[src/rtl/trt_pkg.sv]
package trt_pkg;
  localparam int DATA_W      = 32;
  localparam int CTRL_RST_BIT = 31;
  localparam int CTRL_EN_BIT  = 0;

  typedef enum logic [1:0] {
    SEL_NONE,
    SEL_CTRL,
    SEL_RELOAD,
    SEL_COUNT
  } reg_sel_e;
endpackage

[src/rtl/trt_prescaler.sv]
module trt_prescaler #(
  parameter int DIV = 250
) (
  input  logic clk,
  input  logic rst,
  output logic tick_o
);
  generate
    if (DIV > 1) begin : g_div
      localparam int PW = $clog2(DIV);
      localparam logic [PW-1:0] LAST = PW'(DIV - 1);
      localparam logic [PW-1:0] ONE  = PW'(1);
      logic [PW-1:0] pcnt_q;

      always_ff @(posedge clk) begin
        if (rst) begin
          pcnt_q <= '0;
          tick_o <= 1'b0;
        end else begin
          tick_o <= (pcnt_q == LAST);
          if (pcnt_q == LAST) pcnt_q <= '0;
          else                pcnt_q <= pcnt_q + ONE;
        end
      end


      tick_spacing_chk: assert property (@(posedge clk) disable iff (rst)
        tick_o |=> !tick_o);
    end else begin : g_pass
      always_ff @(posedge clk) begin
        if (rst) tick_o <= 1'b0;
        else     tick_o <= 1'b1;
      end
    end
  endgenerate
endmodule

[src/rtl/trt_counter.sv]
module trt_counter #(
  parameter int CNT_W = 16
) (
  input  logic             clk,
  input  logic             rst,
  input  logic             tick_i,
  input  logic             clr_i,
  input  logic             start_i,
  input  logic             load_i,
  input  logic [CNT_W-1:0] load_val_i,
  input  logic [CNT_W-1:0] reload_i,
  output logic [CNT_W-1:0] count_o
);
  localparam logic [CNT_W-1:0] ONE = CNT_W'(1);

  logic             run_q;
  logic [CNT_W-1:0] count_q;

  always_ff @(posedge clk) begin
    if (rst || clr_i) begin
      run_q   <= 1'b0;
      count_q <= '0;
    end else begin
      if (start_i) run_q <= 1'b1;
      if (load_i) begin
        count_q <= load_val_i;
      end else if (run_q && tick_i) begin
        if (count_q == '0) count_q <= reload_i;
        else               count_q <= count_q - ONE;
      end
    end
  end

  assign count_o = count_q;


  soft_clear_chk: assert property (@(posedge clk) disable iff (rst)
    clr_i |=> (!run_q && count_q == '0));

  start_run_chk: assert property (@(posedge clk) disable iff (rst)
    (start_i && !clr_i) |=> run_q);

  run_sticky_chk: assert property (@(posedge clk) disable iff (rst)
    (run_q && !clr_i) |=> run_q);

  reload_load_chk: assert property (@(posedge clk) disable iff (rst)
    (load_i && !clr_i) |=> count_q == $past(load_val_i));

  decrement_chk: assert property (@(posedge clk) disable iff (rst)
    (run_q && tick_i && !load_i && !clr_i && count_q != '0)
      |=> count_q == $past(count_q) - ONE);

  wrap_chk: assert property (@(posedge clk) disable iff (rst)
    (run_q && tick_i && !load_i && !clr_i && count_q == '0)
      |=> count_q == $past(reload_i));

  hold_chk: assert property (@(posedge clk) disable iff (rst)
    (!(run_q && tick_i) && !load_i && !clr_i) |=> $stable(count_q));
endmodule

[src/rtl/trt_regfile.sv]
module trt_regfile
  import trt_pkg::*;
#(
  parameter int                ADDR_W     = 8,
  parameter int                CNT_W      = 16,
  parameter logic [ADDR_W-1:0] CTRL_OFS   = 'h00,
  parameter logic [ADDR_W-1:0] RELOAD_OFS = 'h04,
  parameter logic [ADDR_W-1:0] COUNT_OFS  = 'h08
) (
  input  logic              clk,
  input  logic              rst,
  input  logic              sel_i,
  input  logic              wr_i,
  input  logic [ADDR_W-1:0] addr_i,
  input  logic [DATA_W-1:0] wdata_i,
  output logic [DATA_W-1:0] rdata_o,
  input  logic [CNT_W-1:0]  count_i,
  output logic              soft_clr_o,
  output logic              start_o,
  output logic              load_o,
  output logic [CNT_W-1:0]  load_val_o,
  output logic [CNT_W-1:0]  reload_o
);
  localparam int PAD_W = DATA_W - CNT_W;

  reg_sel_e          hit;
  logic              aligned;
  logic              wr_ctrl;
  logic              rd_req;
  logic [DATA_W-1:0] ctrl_q;
  logic [CNT_W-1:0]  reload_q;

  always_comb begin
    aligned = (addr_i[1:0] == 2'b00);
    hit     = SEL_NONE;
    if (aligned) begin
      if      (addr_i == CTRL_OFS)   hit = SEL_CTRL;
      else if (addr_i == RELOAD_OFS) hit = SEL_RELOAD;
      else if (addr_i == COUNT_OFS)  hit = SEL_COUNT;
    end
  end

  assign wr_ctrl    = sel_i && wr_i && (hit == SEL_CTRL);
  assign soft_clr_o = wr_ctrl && wdata_i[CTRL_RST_BIT];
  assign start_o    = wr_ctrl && !wdata_i[CTRL_RST_BIT] && wdata_i[CTRL_EN_BIT];
  assign load_o     = sel_i && wr_i && (hit == SEL_RELOAD);
  assign load_val_o = wdata_i[CNT_W-1:0];
  assign reload_o   = reload_q;
  assign rd_req     = sel_i && !wr_i;

  always_ff @(posedge clk) begin
    if (rst || soft_clr_o) begin
      ctrl_q   <= '0;
      reload_q <= '0;
    end else begin
      if (wr_ctrl) ctrl_q   <= wdata_i;
      if (load_o)  reload_q <= wdata_i[CNT_W-1:0];
    end
  end

  always_ff @(posedge clk) begin
    if (rst || !rd_req) begin
      rdata_o <= '0;
    end else begin
      case (hit)
        SEL_CTRL:   rdata_o <= ctrl_q;
        SEL_RELOAD: rdata_o <= {{PAD_W{1'b0}}, reload_q};
        SEL_COUNT:  rdata_o <= {{PAD_W{1'b0}}, count_i};
        default:    rdata_o <= '0;
      endcase
    end
  end


  unmapped_read_chk: assert property (@(posedge clk) disable iff (rst)
    (rd_req && hit == SEL_NONE) |=> rdata_o == '0);

  idle_rdata_chk: assert property (@(posedge clk) disable iff (rst)
    !rd_req |=> rdata_o == '0);

  soft_reset_regs_chk: assert property (@(posedge clk) disable iff (rst)
    soft_clr_o |=> (ctrl_q == '0 && reload_q == '0));

  unmapped_write_chk: assert property (@(posedge clk) disable iff (rst)
    (sel_i && wr_i && hit == SEL_NONE) |=> ($stable(ctrl_q) && $stable(reload_q)));
endmodule

[src/rtl/tick_reload_timer.sv]
module tick_reload_timer
  import trt_pkg::*;
#(
  parameter int                CLK_HZ     = 250_000_000,
  parameter int                TICK_HZ    = 1_000_000,
  parameter int                ADDR_W     = 8,
  parameter int                CNT_W      = 16,
  parameter logic [ADDR_W-1:0] CTRL_OFS   = 'h00,
  parameter logic [ADDR_W-1:0] RELOAD_OFS = 'h04,
  parameter logic [ADDR_W-1:0] COUNT_OFS  = 'h08
) (
  input  logic              clk,
  input  logic              rst,
  input  logic              bus_sel,
  input  logic              bus_wr,
  input  logic [ADDR_W-1:0] bus_addr,
  input  logic [31:0]       bus_wdata,
  output logic [31:0]       bus_rdata
);
  localparam int DIV = CLK_HZ / TICK_HZ;

  logic             tick;
  logic             soft_clr;
  logic             start;
  logic             load;
  logic [CNT_W-1:0] load_val;
  logic [CNT_W-1:0] reload_val;
  logic [CNT_W-1:0] count;

  trt_prescaler #(.DIV(DIV)) u_presc (
    .clk    (clk),
    .rst    (rst),
    .tick_o (tick)
  );

  trt_regfile #(
    .ADDR_W     (ADDR_W),
    .CNT_W      (CNT_W),
    .CTRL_OFS   (CTRL_OFS),
    .RELOAD_OFS (RELOAD_OFS),
    .COUNT_OFS  (COUNT_OFS)
  ) u_regs (
    .clk        (clk),
    .rst        (rst),
    .sel_i      (bus_sel),
    .wr_i       (bus_wr),
    .addr_i     (bus_addr),
    .wdata_i    (bus_wdata),
    .rdata_o    (bus_rdata),
    .count_i    (count),
    .soft_clr_o (soft_clr),
    .start_o    (start),
    .load_o     (load),
    .load_val_o (load_val),
    .reload_o   (reload_val)
  );

  trt_counter #(.CNT_W(CNT_W)) u_cnt (
    .clk        (clk),
    .rst        (rst),
    .tick_i     (tick),
    .clr_i      (soft_clr),
    .start_i    (start),
    .load_i     (load),
    .load_val_i (load_val),
    .reload_i   (reload_val),
    .count_o    (count)
  );
endmodule

[config.mk]
export PLATFORM = sky130hd
export DESIGN_NAME = tick_reload_timer
export DESIGN_NICKNAME = d
export VERILOG_FILES = /design/src/rtl/trt_pkg.sv /design/src/rtl/trt_prescaler.sv /design/src/rtl/trt_counter.sv /design/src/rtl/trt_regfile.sv /design/src/rtl/tick_reload_timer.sv
export SDC_FILE = /design/constraint.sdc
export NUM_CORES = 1
export LEC_CHECK = 0
export BUFFER_PORTS_ARGS = -buffer_cell sky130_fd_sc_hd__buf_2
export CAP_MARGIN = 40
export CORE_AREA = 2 2 125 66
export DETAILED_ROUTE_END_ITERATION = 6
export DIE_AREA = 0 0 127 68
export GPL_TIMING_DRIVEN = 0
export HOLD_SLACK_MARGIN = 0.02
export PLACE_DENSITY_LB_ADDON = 0.1
export SETUP_SLACK_MARGIN = 0.4
export SYNTH_ARGS = -nofsm -noshare
export SYNTH_HDL_FRONTEND = slang
export SYNTH_SLANG_ARGS = --single-unit
export TNS_END_PERCENT = 1
[constraint.sdc]
create_clock -name clk -period 3.7 [get_ports clk]
set_input_delay 0.74 -clock clk [delete_from_list [all_inputs] [get_ports clk]]
set_output_delay 0.74 -clock clk [all_outputs]
set_load 0.02 [all_outputs]
; Yosys cells after proc, flatten, opt, wreduce, memory -nomap -nowiden
; Cells that the tools add are included.
[op_classes]
add_sub_neg = 2
multipliers = 0
div_mod_pow = 0
n_lt_le_gt_ge = 0
eq_ne = 6
shift = 0
muxes = 8
bitwise = 0
n_reduce_logical = 18
[op_table]
columns = operator, n
row1 = case mux 32 bit (3 select lines), 1
row2 = two-way mux 16 bit, 3
row3 = zero test 16 bit, 1
row4 = "subtractor 16 x 1 -> 16 bit, second input constant", 1
row5 = "adder 8 x 1 -> 8 bit, second input constant", 1
row6 = "equality test 8 x 3 -> 1 bit, second input constant", 1
row7 = "equality test 8 x 4 -> 1 bit, second input constant", 1
row8 = "equality test 8 bit, second input constant", 1
row9 = logical AND 1 bit, 8
row10 = zero test 8 bit, 1
row11 = two-way mux 2 bit, 4
row12 = "equality test 2 bit, second input constant", 2
row13 = zero test 1 bit, 3
row14 = "equality test 2 x 1 -> 1 bit, second input constant", 1
row15 = zero test 2 bit, 1
row16 = logical OR 1 bit, 2
row17 = nonzero test 2 bit, 1
row18 = OR reduction 2 bit, 1
[totals]
regBits = 106
latchBits = 0
ramBits = 0
mem_bits_ro = 0
in_bits = 44
out_inout_bits = 32
elab_cells = 41
n_memories = 0

; Depth between registers and ports, before layout
[logic_depth]
ltp_word = 9
depth_mapped = 8
depth_no_buf = 7

; Hierarchy
; Synthesis repeated with hierarchy kept, for this count alone.
[unflattened]
cells_unflattened = 568
hier_area_um2 = 5230.0
[by_module_without_submodules]
columns = module, n_inst, cells_per_inst, area_each_um2, seq_area_each_um2
row1 = trt_regfile, 1, 371, 3563.4, 1601.5
row2 = trt_counter, 1, 154, 1280.0, 340.3
row3 = trt_prescaler, 1, 43, 386.6, 180.2

; Worst setup path after synthesis
; OpenSTA, ideal clock, no wires.
[synth_timing]
path_type = in2reg
startpoint = in bus_addr[5]
endpoint = reg u_regs.ctrl_q[17]
setup_time_ps = 116
t_arrival_ps = 2273
required_ps = 3584
setup_slack_ps = 1311
path_stages = 7
path_buffers = 3
cell_sequence = or4_1 -> clkbuf_1 -> nor4b_4 -> a21o_2 -> buf_6 -> buf_6 -> a21oi_1
[synth_between]
elab_chain_cells = 9
word_cells_on_any_way = 11
classes_between = 3 x eq/ne / 4 x mux / 4 x reduce/logical
[synth_rtl]
columns = element, line
row1 = start: declaration, tick_reload_timer.sv:16  ; input logic [ADDR_W-1:0] bus_addr,
row2 = equality test 8 x 4 -> 1 bit, trt_regfile.sv:39  ; else if (addr_i == COUNT_OFS) hit = SEL_COUNT;
row3 = two-way mux 2 bit, trt_regfile.sv:39
row4 = two-way mux 2 bit, trt_regfile.sv:38  ; else if (addr_i == RELOAD_OFS) hit = SEL_RELOAD;
row5 = two-way mux 2 bit (*), trt_regfile.sv:37  ; if (addr_i == CTRL_OFS) hit = SEL_CTRL;
row6 = two-way mux 2 bit (*), trt_regfile.sv:36  ; if (aligned) begin
row7 = equality test 2 x 1 -> 1 bit (*), trt_regfile.sv:43  ; assign wr_ctrl = sel_i && wr_i && (hit == SEL_CTRL);
row8 = logical AND 1 bit (*), trt_regfile.sv:43
row9 = logical AND 1 bit, trt_regfile.sv:44  ; assign soft_clr_o = wr_ctrl && wdata_i[CTRL_RST_BIT];
row10 = logical OR 1 bit, trt_regfile.sv:52  ; if (rst || soft_clr_o) begin
row11 = end signal: assignment, trt_regfile.sv:56  ; if (wr_ctrl) ctrl_q <= wdata_i;
row12 = end: declaration, trt_regfile.sv:30  ; logic [DATA_W-1:0] ctrl_q;
; Every way passes the cells marked *; elsewhere a longest branch is shown, timed or not.
; A chain may end at the register's enable or synchronous reset.

; Final worst setup path
[layout_timing]
startpoint = in bus_addr[5]
endpoint = reg u_cnt.count_q[8], in the netlist u_cnt.count_o[8]
[layout_between]
elab_chain_cells = 9
word_cells_on_any_way = 15
classes_between = 4 x eq/ne / 5 x mux / 6 x reduce/logical
[layout_rtl]
columns = element, line
row1 = equality test 8 x 4 -> 1 bit, trt_regfile.sv:39
row2 = two-way mux 2 bit, trt_regfile.sv:39
row3 = two-way mux 2 bit, trt_regfile.sv:38
row4 = two-way mux 2 bit (*), trt_regfile.sv:37
row5 = two-way mux 2 bit (*), trt_regfile.sv:36
row6 = equality test 2 x 1 -> 1 bit, trt_regfile.sv:43
row7 = logical AND 1 bit, trt_regfile.sv:43
row8 = logical AND 1 bit, trt_regfile.sv:44
row9 = logical OR 1 bit, trt_counter.sv:20  ; if (rst || clr_i) begin
row10 = end signal: assignment, trt_counter.sv:26  ; count_q <= load_val_i;
row11 = end signal: assignment, trt_counter.sv:28  ; if (count_q == '0) count_q <= reload_i;
row12 = end signal: assignment, trt_counter.sv:29  ; else count_q <= count_q - ONE;
row13 = end: declaration, trt_counter.sv:17  ; logic [CNT_W-1:0] count_q;
; Marked as above.

==> metrics.csv <==
stage,metric,value,unit
run_status,outcome,"complete, no violations",
hold_path,HP Class,flop to flop,
critical_path,Slowest Stage Delay on Critical Path,0.68,ns
cells_and_area,Layout Cells excl Fill,719,
routing,DRC violations left,0,
timing,Setup TNS Final,0,ns
routing,Via Count,4191,
clocking,CTS tree,done,
critical_path,critical path class,input port to flop,
critical_path,Critical Path End Type,flop,
power,Leak Pwr,2.06,nW
power,pwr/cell area,413,nW/um2
critical_path,"delay-heaviest family, CP",simple AND/OR/NAND/NOR gates,
critical_path,worst-path cell chain,buf_2 -> or4_1 -> clkbuf_1 -> nor3_2 -> nor2_1 -> a21boi_0 -> a21oi_1,
die,row count,23,
timing,final hold vios,0,
routing,Vias/cell,5.83,
global_route,vias in the first global route,3550,
timing,RSZ-0062 raised after global routing,false,
global_route,gr usage total,29.7,%
logic_synthesis,Syn Inst Count,528,
job,Max-cap violations,0,
die,Initial Util,57.8,%
timing,final setup fails,0,
clocking,Root Buffer,clkbuf_16,
critical_path,WP data arrival,2.91,ns
power,sequential power share,53.3,%
cells_and_area,post-route cell area,5210,um2
timing,Worst Max-Slew Pin Slew,0.965,ns
logic_synthesis,area share of the largest cell type after synthesis,48.0,%
power,Internal,1.67,mW
logic_synthesis,total of warnings raised by yosys,0,
logic_synthesis,Post-Syn Nets,576,
cells_and_area,share of layout cells above drive strength 1,19.1,%
power,Logic pwr share,4.3,%
die,die height,68,um
clocking,clk_lat worst skew,0.35,ns
clocking,CTS Hold Bufs,0,
logic_synthesis,post-synthesis async set-or-reset flop share,0,%
clocking,clock slew seen by the registers of the worst setup and hold paths,0.07,ns
critical_path,crit path launch type,input port,
clocking,clk buf depth,2,
place,placed cell count,702,
clocking,setup bufs post-CTS,0,
global_route,first-pass GRT wire length,19.3,mm
timing,max-slew violation count,0,
global_route,antenna violations before repair,0,
global_route,largest net degree at the start of global routing,17,
place,Worst Setup Slack post-DPL,0.722,ns
critical_path,CP bufs+invs,2,
routing,initial DRC count,642,
die,die area,8640,um2
cells_and_area,post-layout net count,662,
die,Chip Width,127,um
logic_synthesis,Netlist cell types,47,
place,Placed Area,4920,um2
logic_synthesis,synthesis-stage register bit count,106,
logic_synthesis,"Seq/Total Area, Yosys",48.0,%
global_route,total gr overflow,0,
logic_synthesis,synth top area cells,"dfxtp_1, nand2_1, a21oi_1",
power,Worst VDD drop,0.247,mV
timing,worst rel slew slack,35.6,%
cells_and_area,Antenna diodes,0,
power,P_sw,0.480,mW
timing,fin crit period,2.68,ns
die,Core Footprint,7650,um2
routing,mean routed wirelength per cell,17.5,um
timing,Max Fclk,373,MHz
logic_synthesis,number of synthesized flops with an enable pin,0,
routing,"wirelength, routed",12.6,mm
clocking,Num CTS Buffers,9,
critical_path,CP max FO,9,
place,Buffers on Ports,74,
logic_synthesis,Main synth FF type,dfxtp_1,
timing,Final period util,72.5,%
critical_path,Required @ worst endpoint,3.93,ns
place,DP Wirelength,9.41,mm
clocking,H-tree Lvls,3,
logic_synthesis,Synth Area per Inst,8.38,um2
timing,fin worst setup slack,1.02,ns
place,Routability Congestion,0.992,
routing,DRT Pass-1 Iters,5,
power,Switching Fraction,22.3,%
logic_synthesis,Yosys top cell by area,dfxtp_1,
logic_synthesis,"Cell Area, Synth",4420,um2
critical_path,Reg2Reg Setup Slack,1.29,ns
cells_and_area,Filler Cell Count,672,
critical_path,slowest CP cell,nor3_2,
timing,worst clock skew,0.00918,ns
clocking,# clock sinks,106,
cells_and_area,Area growth syn-to-layout,17.7,%
clocking,post-cts gate resize count,0,
die,io pins,76,
routing,Post-DRT Antenna Nets,0,
power,share of total power in the clock network,42.4,%
## worst min-delay path, delay by kind of cell, from the launching register on
family           cells  cell delay (ns)
AND/OR/NAND/NOR      1             0.05
AO/OA/AOI/OAI        1             0.05
flip-flops           1             0.31
## flip-flops by register name, summed over array words and instances (netlist names)
register              count
u_presc.tick_o            1
u_regs.reload_o          16
u_regs.ctrl_q            32
u_cnt.count_o            16
u_regs.rdata_o           32
u_presc.g_div.pcnt_q      8
u_cnt.run_q               1
## cell families after synthesis
kind of cell             count (synthesis)  share of synthesized area, %
AO/OA/AOI/OAI                          115                          15.0
adder cells (fa/ha/maj)                  4                          1.13
AND/OR/NAND/NOR                        233                          24.8
multiplexers                            21                          4.87
flip-flops                             106                          48.0
XOR/XNOR                                11                          2.18
buffers and inverters                   38                          4.02
## cells in the mapped netlist, drive strengths merged, types with 5 or more instances
library cell,n
mux2i,17
nor2,58
xor2,6
and2,17
dfxtp,106
clkbuf,19
a31oi,12
o21ai,10
xnor2,5
nand2,116
nor3,5
a211o,6
buf,14
nand3,9
nor4,6
a21oi,70
inv,5
## power by group through the flow
stage	Combinational [mW]	Clock, mW	Sequential [mW]
5_1_grt	0.0982	0.962	1.15
3_5_place_dp	0.0890	0	1.17
6_report	0.0920	0.913	1.15
2_1_floorplan	0.0431	0	1.17
4_1_cts	0.0894	0.916	1.15
3_3_place_gp	0.0869	0	1.17
## stage by stage
step	util, %	hold WS (ns)	power [mW]
floorplan	-	0.421	1.22
global placement	64.3	0.436	1.26
detailed placement	64.3	0.442	1.26
CTS	67.9	0.451	2.15
global route	68.0	0.470	2.21
finish	68.0	0.449	2.15
## layout make-up
cell class | count | area (um2) | share of cell area, %
inverter | 5 | 18.8 | 0.360
sequential | 106 | 2120 | 40.8
multi-input combinational | 384 | 2120 | 40.8
buffer | 33 | 159 | 3.05
clock buffer | 12 | 256 | 4.93
timing repair buffer | 75 | 375 | 7.21
clock inverter | 4 | 26.3 | 0.505
tap | 100 | 125 | 2.40
## per-layer routing
metal  wire [um]  vias up  GRT usage, %  share of wire (%)
li1            -     1974             -                  -
met4          98        0          6.04               0.78
met2        4790      242          40.1                 38
met3        1420       16          7.90                 11
met5           0        -             0                  0
met1        6240     1959          46.4                 50
## cells in the final DEF (no fill, tap or decap), types with 10 or more instances in the layout
master    synthesis  routed
a21oi_1          70      70
a31oi_1          12      12
and2_1           17      17
buf_2            10      84
clkbuf_1         19      20
dfxtp_1         106     106
mux2i_1          17      17
nand2_1         116     116
nor2_1           58      58
o21ai_0          10      10
## path summary, 6_finish.rpt
kind	from	to	depth (start not counted)
max reg2reg	u_cnt.count_o[0]	u_cnt.count_o[14]	7
min reg2reg	u_regs.ctrl_q[26]	u_regs.ctrl_q[26]	2
max	bus_addr[5]	u_cnt.count_o[8]	7
min	u_regs.ctrl_q[26]	u_regs.ctrl_q[26]	2
Note: power is estimated with default switching activity, not from simulation.
